### src/rtl/esc_pkg.sv
package esc_pkg;

    typedef enum logic [1:0] {
        MODE_FOUR_WIRE = 2'd0,
        MODE_ACTIVATE  = 2'd1,
        MODE_SERIAL3   = 2'd2
    } link_mode_e;

    typedef enum logic [3:0] {
        FLD_NONE      = 4'd0,
        FLD_OPCODE    = 4'd1,
        FLD_EXTCMD    = 4'd2,
        FLD_RSVD      = 4'd3,
        FLD_PRE_DELAY = 4'd4,
        FLD_PRE_REV   = 4'd5,
        FLD_PRE_STATE = 4'd6,
        FLD_READY_CNT = 4'd7,
        FLD_DELAY_CNT = 4'd8,
        FLD_SCAN_FMT  = 4'd9,
        FLD_CHECK     = 4'd10
    } act_field_e;

    typedef enum logic [1:0] {
        ESC_NONE      = 2'd0,
        ESC_ACTIVATE  = 2'd1,
        ESC_FOUR_WIRE = 2'd2
    } esc_cmd_e;

    // Default code lengths and the pointer where extension is decided.
    localparam int SHORT_LEN_DEF = 12;
    localparam int LONG_LEN_DEF  = 36;
    localparam int EXTEND_AT_DEF = 8;

    // Lower bounds (exclusive) of each field, indexed by pointer value.
    localparam int B_EXTCMD      = 4;
    localparam int B_SHORT_CHECK = 8;
    localparam int B_RSVD        = 8;
    localparam int B_PRE_DELAY   = 13;
    localparam int B_PRE_REV     = 16;
    localparam int B_PRE_STATE   = 18;
    localparam int B_READY       = 23;
    localparam int B_DELAY       = 25;
    localparam int B_SCAN        = 27;
    localparam int B_LONG_CHECK  = 32;

    function automatic act_field_e field_at(input logic is_long, input logic [7:0] p);
        int v;
        v = int'(p);
        if (!is_long) begin
            if (v > B_SHORT_CHECK)    return FLD_CHECK;
            else if (v > B_EXTCMD)    return FLD_EXTCMD;
            else                      return FLD_OPCODE;
        end
        if (v > B_LONG_CHECK)         return FLD_CHECK;
        else if (v > B_SCAN)          return FLD_SCAN_FMT;
        else if (v > B_DELAY)         return FLD_DELAY_CNT;
        else if (v > B_READY)         return FLD_READY_CNT;
        else if (v > B_PRE_STATE)     return FLD_PRE_STATE;
        else if (v > B_PRE_REV)       return FLD_PRE_REV;
        else if (v > B_PRE_DELAY)     return FLD_PRE_DELAY;
        else if (v > B_RSVD)          return FLD_RSVD;
        else if (v > B_EXTCMD)        return FLD_EXTCMD;
        return FLD_OPCODE;
    endfunction

endpackage

### src/rtl/esc_sync.sv
module esc_sync #(
    parameter int W      = 2,
    parameter int STAGES = 2
) (
    input  logic         clk_i,
    input  logic         rst_i,
    input  logic [W-1:0] d_i,
    output logic [W-1:0] q_o
);
    for (genvar b = 0; b < W; b++) begin : g_bit
        logic [STAGES-1:0] chain;
        always_ff @(posedge clk_i) begin
            if (rst_i) chain <= '0;
            else       chain <= {chain[STAGES-2:0], d_i[b]};
        end
        assign q_o[b] = chain[STAGES-1];
    end
endmodule

### src/rtl/esc_edge_counter.sv
module esc_edge_counter
    import esc_pkg::*;
#(
    parameter int CNT_W      = 4,
    parameter int ACT_COUNT  = 6,
    parameter int FOUR_COUNT = 8
) (
    input  logic     clk_i,
    input  logic     rst_i,
    input  logic     lclk_s_i,
    input  logic     ldata_s_i,
    output logic     rise_o,
    output logic     bit_o,
    output esc_cmd_e esc_o
);
    localparam logic [CNT_W-1:0] CNT_MAX = '1;
    localparam logic [CNT_W-1:0] ACT_V   = CNT_W'(ACT_COUNT);
    localparam logic [CNT_W-1:0] FOUR_V  = CNT_W'(FOUR_COUNT);

    logic             lclk_q;
    logic             ldata_q;
    logic             data_edge;
    logic [CNT_W-1:0] cnt_q;

    assign rise_o    = lclk_s_i & ~lclk_q;
    assign data_edge = ldata_s_i ^ ldata_q;
    assign bit_o     = ldata_s_i;

    always_ff @(posedge clk_i) begin
        if (rst_i) begin
            lclk_q  <= 1'b0;
            ldata_q <= 1'b0;
            cnt_q   <= '0;
        end else begin
            lclk_q  <= lclk_s_i;
            ldata_q <= ldata_s_i;
            if (rise_o)
                cnt_q <= '0;
            else if (data_edge && lclk_s_i && cnt_q != CNT_MAX)
                cnt_q <= cnt_q + 1'b1;
        end
    end

    always_comb begin
        if (cnt_q >= FOUR_V)     esc_o = ESC_FOUR_WIRE;
        else if (cnt_q == ACT_V) esc_o = ESC_ACTIVATE;
        else                     esc_o = ESC_NONE;
    end
endmodule

### src/rtl/esc_act_fsm.sv
module esc_act_fsm
    import esc_pkg::*;
#(
    parameter int SHORT_LEN = SHORT_LEN_DEF,
    parameter int LONG_LEN  = LONG_LEN_DEF,
    parameter int EXTEND_AT = EXTEND_AT_DEF
) (
    input  logic       clk_i,
    input  logic       rst_i,
    input  logic       rise_i,
    input  logic       bit_i,
    input  esc_cmd_e   esc_i,
    output logic [1:0] mode_o,
    output logic [3:0] field_o,
    output logic       tap_rst_o
);
    localparam int PTR_W = $clog2(LONG_LEN + 2);

    typedef enum logic [1:0] {
        ST_FOUR_WIRE = 2'd0,
        ST_ACT_SHORT = 2'd1,
        ST_ACT_LONG  = 2'd2,
        ST_SERIAL3   = 2'd3
    } st_e;

    st_e              state_q, state_d;
    logic [PTR_W-1:0] ptr_q, ptr_d, ptr_inc;
    logic             pulse_q, pulse_d;

    assign ptr_inc = ptr_q + 1'b1;

    // Transition logic
    always_comb begin
        state_d = state_q;
        ptr_d   = ptr_q;
        pulse_d = 1'b0;
        if (rise_i) begin
            if (esc_i == ESC_FOUR_WIRE) begin
                state_d = ST_FOUR_WIRE;
                ptr_d   = '0;
            end else if (esc_i == ESC_ACTIVATE) begin
                state_d = ST_ACT_SHORT;
                ptr_d   = PTR_W'(1);
            end else begin
                unique case (state_q)
                    ST_FOUR_WIRE, ST_SERIAL3: ;
                    ST_ACT_SHORT: begin
                        ptr_d = ptr_inc;
                        if (ptr_inc > PTR_W'(SHORT_LEN)) begin
                            state_d = ST_SERIAL3;
                            ptr_d   = '0;
                            pulse_d = 1'b1;
                        end else if (ptr_inc == PTR_W'(EXTEND_AT) && !bit_i) begin
                            state_d = ST_ACT_LONG;
                        end
                    end
                    ST_ACT_LONG: begin
                        ptr_d = ptr_inc;
                        if (ptr_inc > PTR_W'(LONG_LEN)) begin
                            state_d = ST_SERIAL3;
                            ptr_d   = '0;
                            pulse_d = 1'b1;
                        end
                    end
                    default: state_d = ST_FOUR_WIRE;
                endcase
            end
        end
    end

    // State register
    always_ff @(posedge clk_i) begin
        if (rst_i) begin
            state_q <= ST_FOUR_WIRE;
            ptr_q   <= '0;
            pulse_q <= 1'b0;
        end else begin
            state_q <= state_d;
            ptr_q   <= ptr_d;
            pulse_q <= pulse_d;
        end
    end

    // Outputs
    always_comb begin
        tap_rst_o = pulse_q;
        unique case (state_q)
            ST_FOUR_WIRE: begin mode_o = MODE_FOUR_WIRE; field_o = FLD_NONE; end
            ST_ACT_SHORT: begin mode_o = MODE_ACTIVATE;  field_o = field_at(1'b0, 8'(ptr_q)); end
            ST_ACT_LONG:  begin mode_o = MODE_ACTIVATE;  field_o = field_at(1'b1, 8'(ptr_q)); end
            ST_SERIAL3:   begin mode_o = MODE_SERIAL3;   field_o = FLD_NONE; end
            default:      begin mode_o = MODE_FOUR_WIRE; field_o = FLD_NONE; end
        endcase
    end
endmodule

### src/rtl/link_escape_detect.sv
module link_escape_detect
    import esc_pkg::*;
#(
    parameter int SYNC_STAGES = 2,
    parameter int ESC_CNT_W   = 4,
    parameter int ESC_ACT     = 6,
    parameter int ESC_FOUR    = 8,
    parameter int SHORT_LEN   = SHORT_LEN_DEF,
    parameter int LONG_LEN    = LONG_LEN_DEF,
    parameter int EXTEND_AT   = EXTEND_AT_DEF
) (
    input  logic       clk_i,
    input  logic       rst_i,
    input  logic       link_clk_i,
    input  logic       link_data_i,
    output logic [1:0] mode_o,
    output logic [3:0] field_o,
    output logic       tap_rst_o
);
    logic [1:0] line_sync;
    logic       lclk_rise;
    logic       sample_bit;
    esc_cmd_e   esc_cmd;

    esc_sync #(.W(2), .STAGES(SYNC_STAGES)) u_sync (
        .clk_i (clk_i),
        .rst_i (rst_i),
        .d_i   ({link_data_i, link_clk_i}),
        .q_o   (line_sync)
    );

    esc_edge_counter #(
        .CNT_W      (ESC_CNT_W),
        .ACT_COUNT  (ESC_ACT),
        .FOUR_COUNT (ESC_FOUR)
    ) u_cnt (
        .clk_i     (clk_i),
        .rst_i     (rst_i),
        .lclk_s_i  (line_sync[0]),
        .ldata_s_i (line_sync[1]),
        .rise_o    (lclk_rise),
        .bit_o     (sample_bit),
        .esc_o     (esc_cmd)
    );

    esc_act_fsm #(
        .SHORT_LEN (SHORT_LEN),
        .LONG_LEN  (LONG_LEN),
        .EXTEND_AT (EXTEND_AT)
    ) u_fsm (
        .clk_i     (clk_i),
        .rst_i     (rst_i),
        .rise_i    (lclk_rise),
        .bit_i     (sample_bit),
        .esc_i     (esc_cmd),
        .mode_o    (mode_o),
        .field_o   (field_o),
        .tap_rst_o (tap_rst_o)
    );
endmodule

### config.mk
export PLATFORM = sky130hd
export DESIGN_NAME = link_escape_detect
export DESIGN_NICKNAME = d
export VERILOG_FILES = /design/src/rtl/esc_pkg.sv /design/src/rtl/esc_sync.sv /design/src/rtl/esc_edge_counter.sv /design/src/rtl/esc_act_fsm.sv /design/src/rtl/link_escape_detect.sv
export SDC_FILE = /design/constraint.sdc
export NUM_CORES = 1
export LEC_CHECK = 0
export BUFFER_PORTS_ARGS = -buffer_cell sky130_fd_sc_hd__buf_4
export CORE_UTILIZATION = 59
export CTS_CLUSTER_DIAMETER = 150
export CTS_CLUSTER_SIZE = 12
export DETAILED_ROUTE_END_ITERATION = 16
export MAX_ROUTING_LAYER = met4
export PLACE_DENSITY = 0.77
export RECOVER_POWER = 25
export SLEW_MARGIN = 20
export SYNTH_ARGS = -nofsm -noshare
export SYNTH_HDL_FRONTEND = slang
export SYNTH_SLANG_ARGS = --single-unit
### constraint.sdc
create_clock -name clk_i -period 2.6 [get_ports clk_i]
set_input_delay 0.26 -clock clk_i [delete_from_list [all_inputs] [get_ports clk_i]]
set_output_delay 0.26 -clock clk_i [all_outputs]
set_load 0.02 [all_outputs]
==> results of run 1 <==
registers in the layout, summed over array words and instances, names as in the netlist:
signal	count
u_cnt.cnt_q	4
u_fsm.ptr_q	6
u_fsm.tap_rst_o	1
u_cnt.lclk_q	1
u_fsm.state_q	2
u_cnt.ldata_q	1
u_sync.g_bit.chain	4
power breakdown:
part	total, W	internal (W)	switching, W
Sequential	0.000295	0.000293	0.00000183
Combinational	0.0000166	0.00000693	0.00000968
Clock	0.000161	0.0000587	0.000102
metrics by stage:
step           instances    util
3_3_place_gp         202  0.6924
4_1_cts              206  0.7093
5_1_grt              208  0.7227
6_report             208  0.7227
2_1_floorplan        171       -
3_5_place_dp         202  0.6924
synthesized netlist by cell type (3+ instances only):
| cell | count | area, sq um |
|---|---|---|
| inv_1 | 8 | 30.03 |
| clkbuf_1 | 5 | 18.77 |
| nand2_1 | 17 | 63.81 |
| nand3_1 | 4 | 20.02 |
| nor2_1 | 22 | 82.58 |
| a311oi_1 | 3 | 26.28 |
| a31oi_1 | 3 | 18.77 |
| dfxtp_1 | 19 | 380.4 |
| nor3_1 | 7 | 35.03 |
| a211oi_1 | 3 | 22.52 |
| ha_1 | 10 | 125.1 |
| o21ai_0 | 7 | 35.03 |
| nand2b_1 | 3 | 18.77 |
| a21oi_1 | 10 | 50.05 |
| nor2b_1 | 7 | 43.79 |
critical path, stage by stage (launching register included):
cell       delay [ns]
dfxtp_4          0.41
inv_1            0.09
ha_1             0.22
nor2_4           0.15
a311oi_1         0.13
a22oi_1          0.21
a21oi_1          0.07
a2111oi_2        0.34
nor3_1           0.08
buf_4            0.16
cells in the final DEF, fill, tap and decap left out, types with 3 or more instances in the layout:
master / Yosys / routed
a21oi_1: 10 / 10
ha_1: 10 / 10
nor2b_1: 7 / 7
buf_4: 0 / 13
nand2_1: 17 / 17
nand2b_1: 3 / 3
inv_1: 8 / 8
clkbuf_4: 0 / 3
o21ai_0: 7 / 7
a211oi_1: 3 / 3
nand3_1: 4 / 4
dfxtp_1: 19 / 17
a311oi_1: 3 / 3
nor2_1: 22 / 21
a31oi_1: 3 / 3
nor3_1: 7 / 7
layer usage:
metal	global-route usage	share of wire	vias to the layer above
li1	-	-	634
met1	0.3556	0.49	571
met2	0.4032	0.45	32
met3	0.04630	0.052	3
met4	0.07619	0.0076	0
met5	-	0	-
final timing paths:
path,startpoint,endpoint,slack [ns],cells past startpoint
max,u_fsm.ptr_q[1],field_o[0],0.16,9
min,link_clk_i,u_sync.g_bit[0].chain[0],0.15,2
max reg2reg,u_fsm.ptr_q[2],u_fsm.ptr_q[3],0.47,6
min reg2reg,u_sync.g_bit[1].chain[0],u_sync.g_bit[1].chain[1],0.45,1
cell type report:
type,instances,area share
flip-flops and latches,19,0.2603
multi-input cells,136,0.6087
well taps,27,0.02267
clock buffers,3,0.01511
inverters,8,0.02015
repair buffers,14,0.06801
clock inverters,1,0.005038
cells by family after synthesis:
group / Yosys count
AOI/OAI and AO/OA: 50
DFF: 19
and+or+nand+nor: 72
adders and majority gates: 10
muxes: 1
xor gates and xnor gates: 3
buffers and inverters: 16
what timing repair did:
item,in CTS,in global routing
resized for setup,3,5
setup buffers,0,2
pin swaps,0,2
hold buffers,0,0
endpoints found under the setup margin,1,1
==> results by group, run 1 <==
Run status
  – Status: complete, no violations

Hold path
  – Hold Crit Class: input pin to register

Synth
  – Syn Std Cell Area: 0.001353 sq mm
  – Main combinational cell family by area after synthesis: compound AO/OA/AOI/OAI gates
  – Mux contribution to synthesized area: 0.007401
  – Asr flop ratio synth: 0
  – Synth Area in Compound Gates: 0.2747
  – Post-synthesis cell type count: 51
  – Cells after Synth: 171
  – Syn Nets: ~190
  – Mean Syn Cell Area: 7.910 sq um
  – Ys flop type: dfxtp_1
  – Synth Area in XOR/XNOR: 0.01943
  – Post-synthesis adder-cell area fraction: 0.09251
  – Yosys reg bits: 19
  – Share of the yosys chip area belonging to registers: 0.2812
  – Post-synthesis simple-gate area fraction: 0.2664
  – Number of synthesized flops with an enable pin: 0
  – Synth warnings: 0

Timing
  – Final Hold Fails: 0
  – Clock skew: 0.009390 ns
  – Fin crit share: 0.9379
  – Hold WS: 0.1480 ns
  – Setup TNS: 0 ns
  – Worst setup slack after layout: between 0.15 and 0.2 ns
  – Fin crit period: 2.439 ns
  – Endpoints failing setup: 0
  – Worst-Margin Slew: between 0.5 and 0.6 ns
  – Slew Limit Fails: 0
  – Slew headroom: 0.6028
  – Peak Freq: 410.1 MHz

Placement
  – Setup WS pre-CTS: 0.2427 ns
  – Detail Placement HPWL: 2069 um
  – RePlAce Congestion: 0.8791
  – Placed Area: roughly 0.0014 sq mm
  – Input/output buffers: 10

Clocking
  – Clock sink count: 19
  – Clk pin slew, worst setup/hold paths: 0.12 ns
  – Root Driver: clkbuf_4
  – CTS tree: done
  – Worst skew pair latency: 0.31 ns
  – Cts bufs inserted: 3
  – CTS H-Tree Depth: 1
  – Max Root-Sink Buffers: 2

Final layout
  – Area growth, synth to finish: 10.18%
  – # diodes: 0
  – Area of the multi-input gates: 907.1 sq um
  – Final net count: approximately 200
  – Fillers: 172
  – Final Instance Area: 0.001490 sq mm
  – FF/Latch Area: 387.9 sq um
  – Layout cells sized above 1: 0.1823

Setup path
  – Worst Path Max Fanout: 8
  – CP Launch Type: register
  – Required @ worst endpoint: 2.34 ns
  – Worst EP arrival: 2.18 ns
  – Worst setup EP type: output port
  – Critical path type: register to output port

Global route
  – First-pass GRT wire length: 5002 um
  – Pin count of the biggest net entering global routing: 19
  – Number of global-route vias before repair: 1124
  – Gr usage total: 0.2648
  – GRT overflow: 0
  – Initial antenna violation count: 0

Floorplan
  – Initial cell density of the core: 0.6559
  – DIE WIDTH: 49.88 um
  – Die area: 0.002488 sq mm
  – Core box area: 0.002062 sq mm
  – Die Ht: around 50 um
  – Num rows: 16
  – Io pins: 11

Drt
  – Final WL: 2909 um
  – Drt drc: 0
  – Vias/cell: slightly below 6
  – Routed Antenna Nets: 0
  – Initial DRT Pass Iterations: 4
  – Via count: 1240
  – DR WL/cell: about 14 um
  – DR iter-0 viols: 45

Pwr
  – Pleak: 0.5823 nW
  – Pwr Total: 0.0004724 W
  – PwrDens: 317.0 mW/mm^2
  – Peak supply drop: 0.0003966 V

Run
  – Max-Cap Viols: 0
Power figures use the tool's default switching activity.
==> run 2: changes to the inputs <==
--- a/config.mk
+++ b/config.mk
@@ -5,13 +5,14 @@
 export SDC_FILE = /design/constraint.sdc
 export NUM_CORES = 1
 export LEC_CHECK = 0
+export ABC_AREA = 1
 export BUFFER_PORTS_ARGS = -buffer_cell sky130_fd_sc_hd__buf_4
-export CORE_UTILIZATION = 59
+export CORE_UTILIZATION = 58
 export CTS_CLUSTER_DIAMETER = 150
 export CTS_CLUSTER_SIZE = 12
 export DETAILED_ROUTE_END_ITERATION = 16
 export MAX_ROUTING_LAYER = met4
-export PLACE_DENSITY = 0.77
+export PLACE_DENSITY = 0.78
 export RECOVER_POWER = 25
 export SLEW_MARGIN = 20
 export SYNTH_ARGS = -nofsm -noshare
==> run 2 against run 1 <==
  * Global-route usage fell by 1.6 points
  * Cell count rose by 14%
  * Worst hold slack improved by 0.018 ns
  * Count of clock-buffer cells in the layout rose by 1
  * Largest power group unchanged
==> results by group, run 2 <==
Placement
  – Input/output buffers: 10 (unchanged)
  – RePlAce Congestion: 0.9011 (was 0.8791)
  – Detail Placement HPWL: 2067 um (was 2069 um)
  – Placed Area: 0.001400 sq mm (was 0.001428 sq mm)

Setup path
  – Critical path cell sequence: inv_1 > ha_1 > or2_2 > nor2_1 > nor2_1 > inv_1 > o21ai_0 > nand2_1 > nand2_1 > nand3_1 > a21oi_1 > buf_4 (was inv_1 > ha_1 > nor2_4 > a311oi_1 > a22oi_1 > a21oi_1 > a2111oi_2 > nor3_1 > buf_4)
  – R2r setup slk: 0.72 ns (was 0.47 ns)
  – CP max-delay cell: dfxtp_2 (was dfxtp_4)
  – Worst R2R Start: u_cnt.cnt_q[0] (was u_fsm.ptr_q[2])
  – CP top delay family: simple AND/OR/NAND/NOR gates (was compound AO/OA/AOI/OAI gates)
  – Setup crit end: field_o[0] (unchanged)
  – Worst EP arrival: 2.13 ns (was 2.18 ns)
  – Required @ worst endpoint: 2.34 ns (about the same)
  – R2R depth: 10 (was 6)
  – Bufs and invs on worst path: 3 (was 2)
  – RR Endpoint: u_fsm.ptr_q[3] (unchanged)
  – Worst setup path startpoint: u_fsm.ptr_q[0] (was u_fsm.ptr_q[1])
  – Worst setup EP type: output port (unchanged)
  – Max incr delay on CP: 0.42 ns (was 0.41 ns)
  – CP Launch Type: register (unchanged)
  – Crit path depth: 12 (was 9)
  – Worst Path Max Fanout: 7 (was 8)
  – Critical path type: register to output port (unchanged)

Timing
  – Slew Limit Fails: 0 (unchanged)
  – Final Hold Fails: 0 (unchanged)
  – Slew headroom: 0.5239 (was 0.6028)
  – Worst-Margin Slew: 0.7142 ns (was 0.5958 ns)
  – Unrepaired setup endpoints after global routing: false
  – Clock skew: 0.004339 ns (was 0.009390 ns)
  – Peak Freq: 418.7 MHz (was 410.1 MHz)
  – Setup TNS: 0 ns (unchanged)
  – Fin crit period: 2.388 ns (was 2.439 ns)
  – Endpoints failing setup: 0 (unchanged)
  – Fin crit share: 0.9185 (was 0.9379)

Pwr
  – Pleak: 0.6604 nW (was 0.5823 nW)
  – PwrDens: 321.0 mW/mm^2 (was 317.0 mW/mm^2)
  – Peak supply drop: 0.0003513 V (was 0.0003966 V)

Final layout
  – Fillers: 185 (was 172)
  – Utilization after layout: 0.6979 (was 0.7227)
  – Most common cell after layout, fill and taps aside: nand2_1 (was nor2_1)
  – Max reg flops: 6 (unchanged)
  – Area growth, synth to finish: 8.476% (was 10.18%)
  – Commonest non-fill, non-tap cells in the layout: nand2_1 (47), inv_1 (31), nor2_1 (24), dfxtp_1 (17), nand3_1 (14) (was nor2_1 (21), nand2_1 (17), dfxtp_1 (17), buf_4 (13))
  – # diodes: 0 (unchanged)
  – FF/Latch Area: 382.9 sq um (was 387.9 sq um)
  – Final net count: 225 (was 196)
  – Layout cells sized above 1: 0.1714 (was 0.1823)
  – Area of the multi-input gates: 783.3 sq um (was 907.1 sq um)
  – Reg with most FFs: u_fsm.ptr_q (unchanged)
  – Final Instance Area: 0.001425 sq mm (was 0.001490 sq mm)
  – Top flop regs: u_fsm.ptr_q: 6 flops, u_cnt.cnt_q: 4 flops, u_sync.g_bit.chain: 4 flops (unchanged)

Synth
  – Share of the yosys chip area belonging to registers: 0.2895 (was 0.2812)
  – Mean Syn Cell Area: 6.602 sq um (was 7.910 sq um)
  – Syn Nets: 213 (was 185)
  – Largest area contributor in the netlist: dfxtp_1 (unchanged)
  – Yosys reg bits: 19 (unchanged)
  – Post-synthesis cell type count: 27 (was 51)
  – Synth top area cells: dfxtp_1 (29%), nand2_1 (13%), ha_1 (9.5%), inv_1 (8.9%), nor2_1 (6.9%) (was dfxtp_1 (28%), ha_1 (9.3%), nor2_1 (6.1%), nand2_1 (4.7%), a21oi_1 (3.7%))
  – Ys flop type: dfxtp_1 (unchanged)
  – Number of synthesized flops with an enable pin: 0 (unchanged)
  – Yosys top cell area share: 0.2895 (was 0.2812)
  – Syn Std Cell Area: 0.001314 sq mm (was 0.001353 sq mm)
  – Cells after Synth: 199 (was 171)
  – Most frequent cells after synthesis: nand2_1 (47), inv_1 (31), nor2_1 (24) (was nor2_1 (22), dfxtp_1 (19), nand2_1 (17))
  – Synth warnings: 0 (unchanged)
  – Count leader, synth: nand2_1 (was nor2_1)
  – Asr flop ratio synth: 0 (unchanged)

Floorplan
  – Die area: 0.002460 sq mm (was 0.002488 sq mm)
  – Initial cell density of the core: 0.6434 (was 0.6559)
  – Die Ht: 49.60 um (was 49.88 um)
  – Io pins: 11 (unchanged)
  – Core box area: 0.002042 sq mm (was 0.002062 sq mm)
  – Num rows: 16 (unchanged)
  – DIE WIDTH: 49.60 um (was 49.88 um)

Clocking
  – CTS tree: done (unchanged)
  – CTS H-Tree Depth: 1 (unchanged)
  – Setup bufs post-CTS: 0 (unchanged)
  – Clk pin slew, worst setup/hold paths: 0.10 ns (was 0.12 ns)
  – Worst skew pair latency: 0.30 ns (was 0.31 ns)
  – Root Driver: clkbuf_4 (unchanged)
  – Cts bufs inserted: 3 (unchanged)
  – Hold Buf Count CTS: 0 (unchanged)
  – Clock sink count: 19 (unchanged)
  – Max Root-Sink Buffers: 2 (unchanged)

Global route
  – Gr usage total: 0.2490 (was 0.2648)
  – Number of global-route vias before repair: 1182 (was 1124)
  – GRT overflow: 0 (unchanged)
  – First-pass GRT wire length: 4664 um (was 5002 um)
  – Initial antenna violation count: 0 (unchanged)
  – Pin count of the biggest net entering global routing: 16 (was 19)

Hold path
  – Hold Crit Class: input pin to register (unchanged)

Drt
  – Via count: 1271 (was 1240)
  – Vias/cell: 5.363 (was 5.962)
  – Routed Antenna Nets: 0 (unchanged)
  – Drt drc: 0 (unchanged)
  – DR iter-0 viols: 44 (was 45)
  – Initial DRT Pass Iterations: 4 (unchanged)
  – Final WL: 2640 um (was 2909 um)
  – DR WL/cell: 11.14 um (was 13.99 um)

Run
  – Max-Cap Viols: 0 (unchanged)

Run status
  – Status: complete, no violations (unchanged)
[run 2: worst min path at each step]
stage	from	endpoint	slack, ns	cells past startpoint
floorplan	rst_i	u_fsm.ptr_q[0]	0.32	1
global placement	u_sync.g_bit[1].chain[0]	u_sync.g_bit[1].chain[1]	0.39	2
detailed placement	u_sync.g_bit[1].chain[0]	u_sync.g_bit[1].chain[1]	0.40	2
CTS	link_data_i	u_sync.g_bit[1].chain[0]	0.16	3
global route	link_clk_i	u_sync.g_bit[0].chain[0]	0.16	3
finish	link_data_i	u_sync.g_bit[1].chain[0]	0.17	3
[run 2: final cells by class]
type,count,area share
inverters,34,0.08955
multi-input cells,143,0.5496
clock buffers,4,0.01844
well taps,27,0.02370
repair buffers,10,0.05004
flip-flops and latches,19,0.2687
[run 2: logic make-up after synthesis]
group           synth area share
simple gates              0.3714
buf+inv                   0.1143
compound gates            0.1295
flops                     0.2895
fa+ha+maj                0.09524
[run 2: what timing repair did]
item | CTS | global route
resized for setup | 0 | 2
hold endpoints to repair | 0 | 0
setup endpoints to repair | 0 | 2
[run 2: worst register-to-register path, stage by stage (launching register included)]
cell     delay (ns)
dfxtp_1        0.40
inv_1          0.08
ha_1           0.19
nand2_1        0.15
nand2_1        0.11
o21ai_2        0.33
nor2_1         0.16
nand2_1        0.10
inv_2          0.07
nand4_1        0.09
a21oi_1        0.06
[run 2: per-stage QoR]
step | instances | setup slack [ns] | hold WS [ns] | total power (W)
after global routing | 237 | 0.02553 | 0.1649 | 0.0004751
final | 237 | 0.2119 | 0.1658 | 0.0004575
after global placement | 233 | 0.5844 | 0.3907 | 0.0003198
after detailed placement | 233 | 0.4492 | 0.3988 | 0.0003205
after floorplan | 199 | 0.6488 | 0.3224 | 0.0003132
after CTS | 237 | 0.1060 | 0.1623 | 0.0004642
[run 2: where the power goes]
group / switching [W] / total (W) / internal (W) / leakage [nW]
sequential: 0.00000240 / 0.000297 / 0.000295 / 0.155
combinational: 0.00000983 / 0.0000153 / 0.00000552 / 0.490
clock: 0.0000849 / 0.000145 / 0.0000598 / 0.0150
total: 0.0000972 / 0.000457 / 0.000360 / 0.660
[run 2: per-layer routing]
layer,track usage,vias to the layer above,part of all wire,routed length (um)
met1,0.2765,575,0.44,1160
met2,0.4302,34,0.49,1306
met5,-,-,0,0
met3,0.02778,9,0.045,120
li1,-,653,-,-
met4,0.1381,0,0.020,52
==> run 3: changes to the inputs <==
--- a/config.mk
+++ b/config.mk
@@ -13,7 +13,7 @@
 export DETAILED_ROUTE_END_ITERATION = 16
 export MAX_ROUTING_LAYER = met4
 export PLACE_DENSITY = 0.78
-export RECOVER_POWER = 25
+export RECOVER_POWER = 50
 export SLEW_MARGIN = 20
 export SYNTH_ARGS = -nofsm -noshare
 export SYNTH_HDL_FRONTEND = slang
==> run 3 against run 2 <==
  * Core utilization fell by 0.80 points
  * Count of clock-buffer cells in the layout is the same
  * Largest cell class unchanged
  * Critical path depth did not move
  * Critical endpoint unchanged
  * Sequential power is essentially flat
==> results by group, run 3 (synthesis gave the netlist of run 2 again) <==
Timing
  – Setup TNS: 0 ns (unchanged)
  – Slew headroom: 0.5178 (was 0.5239)
  – Fin crit period: 2.385 ns (was 2.388 ns)
  – Worst setup slack after layout: 0.2150 ns (was 0.2119 ns)
  – Final Hold Fails: 0 (unchanged)
  – Worst-Margin Slew: 0.7233 ns (was 0.7142 ns)
  – Fin crit share: 0.9173 (was 0.9185)
  – Unrepaired setup endpoints after global routing: false (unchanged)
  – Peak Freq: 419.3 MHz (was 418.7 MHz)
  – Clock skew: 0.002059 ns (was 0.004339 ns)
  – Endpoints failing setup: 0 (unchanged)
  – Slew Limit Fails: 0 (unchanged)

Clocking
  – CTS H-Tree Depth: 1 (unchanged)
  – Max Root-Sink Buffers: 2 (unchanged)
  – Cts bufs inserted: 3 (unchanged)
  – Hold Buf Count CTS: 0 (unchanged)
  – Root Driver: clkbuf_4 (unchanged)
  – Clock sink count: 19 (unchanged)
  – CTS tree: done (unchanged)
  – Clk pin slew, worst setup/hold paths: 0.10 ns (about the same)
  – Setup bufs post-CTS: 0 (unchanged)
  – Worst skew pair latency: 0.30 ns (about the same)

Drt
  – Final WL: 2624 um (was 2640 um)
  – Initial DRT Pass Iterations: 4 (unchanged)
  – DR WL/cell: 11.07 um (was 11.14 um)
  – Routed Antenna Nets: 0 (unchanged)
  – Vias/cell: 5.376 (was 5.363)
  – Via count: 1274 (was 1271)
  – Drt drc: 0 (unchanged)
  – DR iter-0 viols: 47 (was 44)

Setup path
  – Critical path type: register to output port (unchanged)
  – Required @ worst endpoint: 2.34 ns (about the same)
  – Worst Path Max Fanout: 7 (unchanged)
  – Worst setup EP type: output port (unchanged)
  – CP Launch Type: register (unchanged)
  – Worst EP arrival: 2.12 ns (was 2.13 ns)

Floorplan
  – Core box area: 0.002042 sq mm (unchanged)
  – DIE WIDTH: 49.60 um (unchanged)
  – Io pins: 11 (unchanged)
  – Num rows: 16 (unchanged)
  – Initial cell density of the core: 0.6434 (unchanged)
  – Die Ht: 49.60 um (unchanged)
  – Die area: 0.002460 sq mm (unchanged)

Final layout
  – Layout cells sized above 1: 0.1524 (was 0.1714)
  – Top flop regs: u_fsm.ptr_q: 6 flops, u_cnt.cnt_q: 4 flops, u_sync.g_bit.chain: 4 flops (unchanged)
  – Final net count: 225 (unchanged)
  – Commonest non-fill, non-tap cells in the layout: nand2_1 (47), inv_1 (31), nor2_1 (24), dfxtp_1 (17), nand3_1 (14) (unchanged)
  – Area growth, synth to finish: 7.238% (was 8.476%)
  – Finished Layout Cells: 237 (unchanged)
  – Max reg flops: 6 (unchanged)
  – Utilization after layout: 0.6900 (was 0.6979)
  – Reg with most FFs: u_fsm.ptr_q (unchanged)
  – # diodes: 0 (unchanged)
  – Most common cell after layout, fill and taps aside: nand2_1 (unchanged)

Placement
  – Input/output buffers: 10 (unchanged)
  – Detail Placement HPWL: 2067 um (unchanged)
  – DP Cell Count: 233 (unchanged)
  – Setup WS pre-CTS: 0.4492 ns (unchanged)
  – RePlAce Congestion: 0.9011 (unchanged)

Global route
  – Pin count of the biggest net entering global routing: 16 (unchanged)
  – Initial antenna violation count: 0 (unchanged)
  – GRT overflow: 0 (unchanged)
  – First-pass GRT wire length: 4664 um (unchanged)
  – Gr usage total: 0.2490 (unchanged)
  – Number of global-route vias before repair: 1182 (unchanged)

Pwr
  – Peak supply drop: 0.0003559 V (was 0.0003513 V)
  – PwrDens: 325.8 mW/mm^2 (was 321.0 mW/mm^2)
  – Pleak: 0.6471 nW (was 0.6604 nW)

Hold path
  – Hold Crit Class: input pin to register (unchanged)

Run status
  – Status: complete, no violations (unchanged)

Run
  – Max-Cap Viols: 0 (unchanged)
-- run 3: where the power goes --
part	total [W]	switching (W)	leakage [nW]	internal (W)
combinational	0.0000153	0.00000981	0.477	0.00000545
sequential	0.000297	0.00000233	0.155	0.000295
clock	0.000146	0.0000865	0.0150	0.0000598
total	0.000459	0.0000987	0.647	0.000360
-- run 3: final timing paths --
check,slack [ns],cells after the start,end,start
worst max-delay path,0.22,12,field_o[0],u_fsm.ptr_q[0]
worst min-delay path,0.16,3,u_sync.g_bit[1].chain[0],link_data_i
worst max register to register,0.70,10,u_fsm.ptr_q[3],u_cnt.cnt_q[0]
worst min register to register,0.41,2,u_sync.g_bit[1].chain[1],u_sync.g_bit[1].chain[0]
-- run 3: what timing repair did --
item                                    4_1_cts  5_1_grt
endpoints found under the hold margin         0        0
endpoints found under the setup margin        0        2
gates resized for setup                       0        2
-- run 3: worst max-delay path, stage by stage (launching register included) --
cell	delay, ns
dfxtp_2	0.42
inv_1	0.11
ha_1	0.22
or2_2	0.31
nor2_1	0.10
nor2_1	0.06
inv_1	0.08
o21ai_0	0.09
nand2_1	0.07
nand2_1	0.05
nand3_1	0.07
a21oi_1	0.07
buf_4	0.17
-- run 3: metal layers --
metal  up-vias  wire length, um  part of all wire  track usage
met5         -                0                 0            -
met4         0               52             0.020       0.1381
met3         9               92             0.035      0.02778
met2        30             1289              0.49       0.4302
met1       582             1189              0.45       0.2765
li1        653                -                 -            -
-- run 3: per-stage QoR --
stage	total power, W	hold WS, ns	instance area [sq um]
final	0.0004590	0.1605	1409
after global routing	0.0004750	0.1649	1409
after CTS	0.0004642	0.1623	1426
after detailed placement	0.0003205	0.3988	1400
after global placement	0.0003198	0.3907	1400
after floorplan	0.0003132	0.3224	1314
-- run 3: area by class of cell --
| class | count | area [sq um] |
|---|---|---|
| Multi-Input combinational cell | 143 | 778.2 |
| Fill cell | 189 | 633.1 |
| Sequential cell | 19 | 382.9 |
| Inverter | 34 | 127.6 |
| Timing Repair Buffer | 10 | 60.06 |
| Tap cell | 27 | 33.78 |
| Clock buffer | 4 | 26.28 |
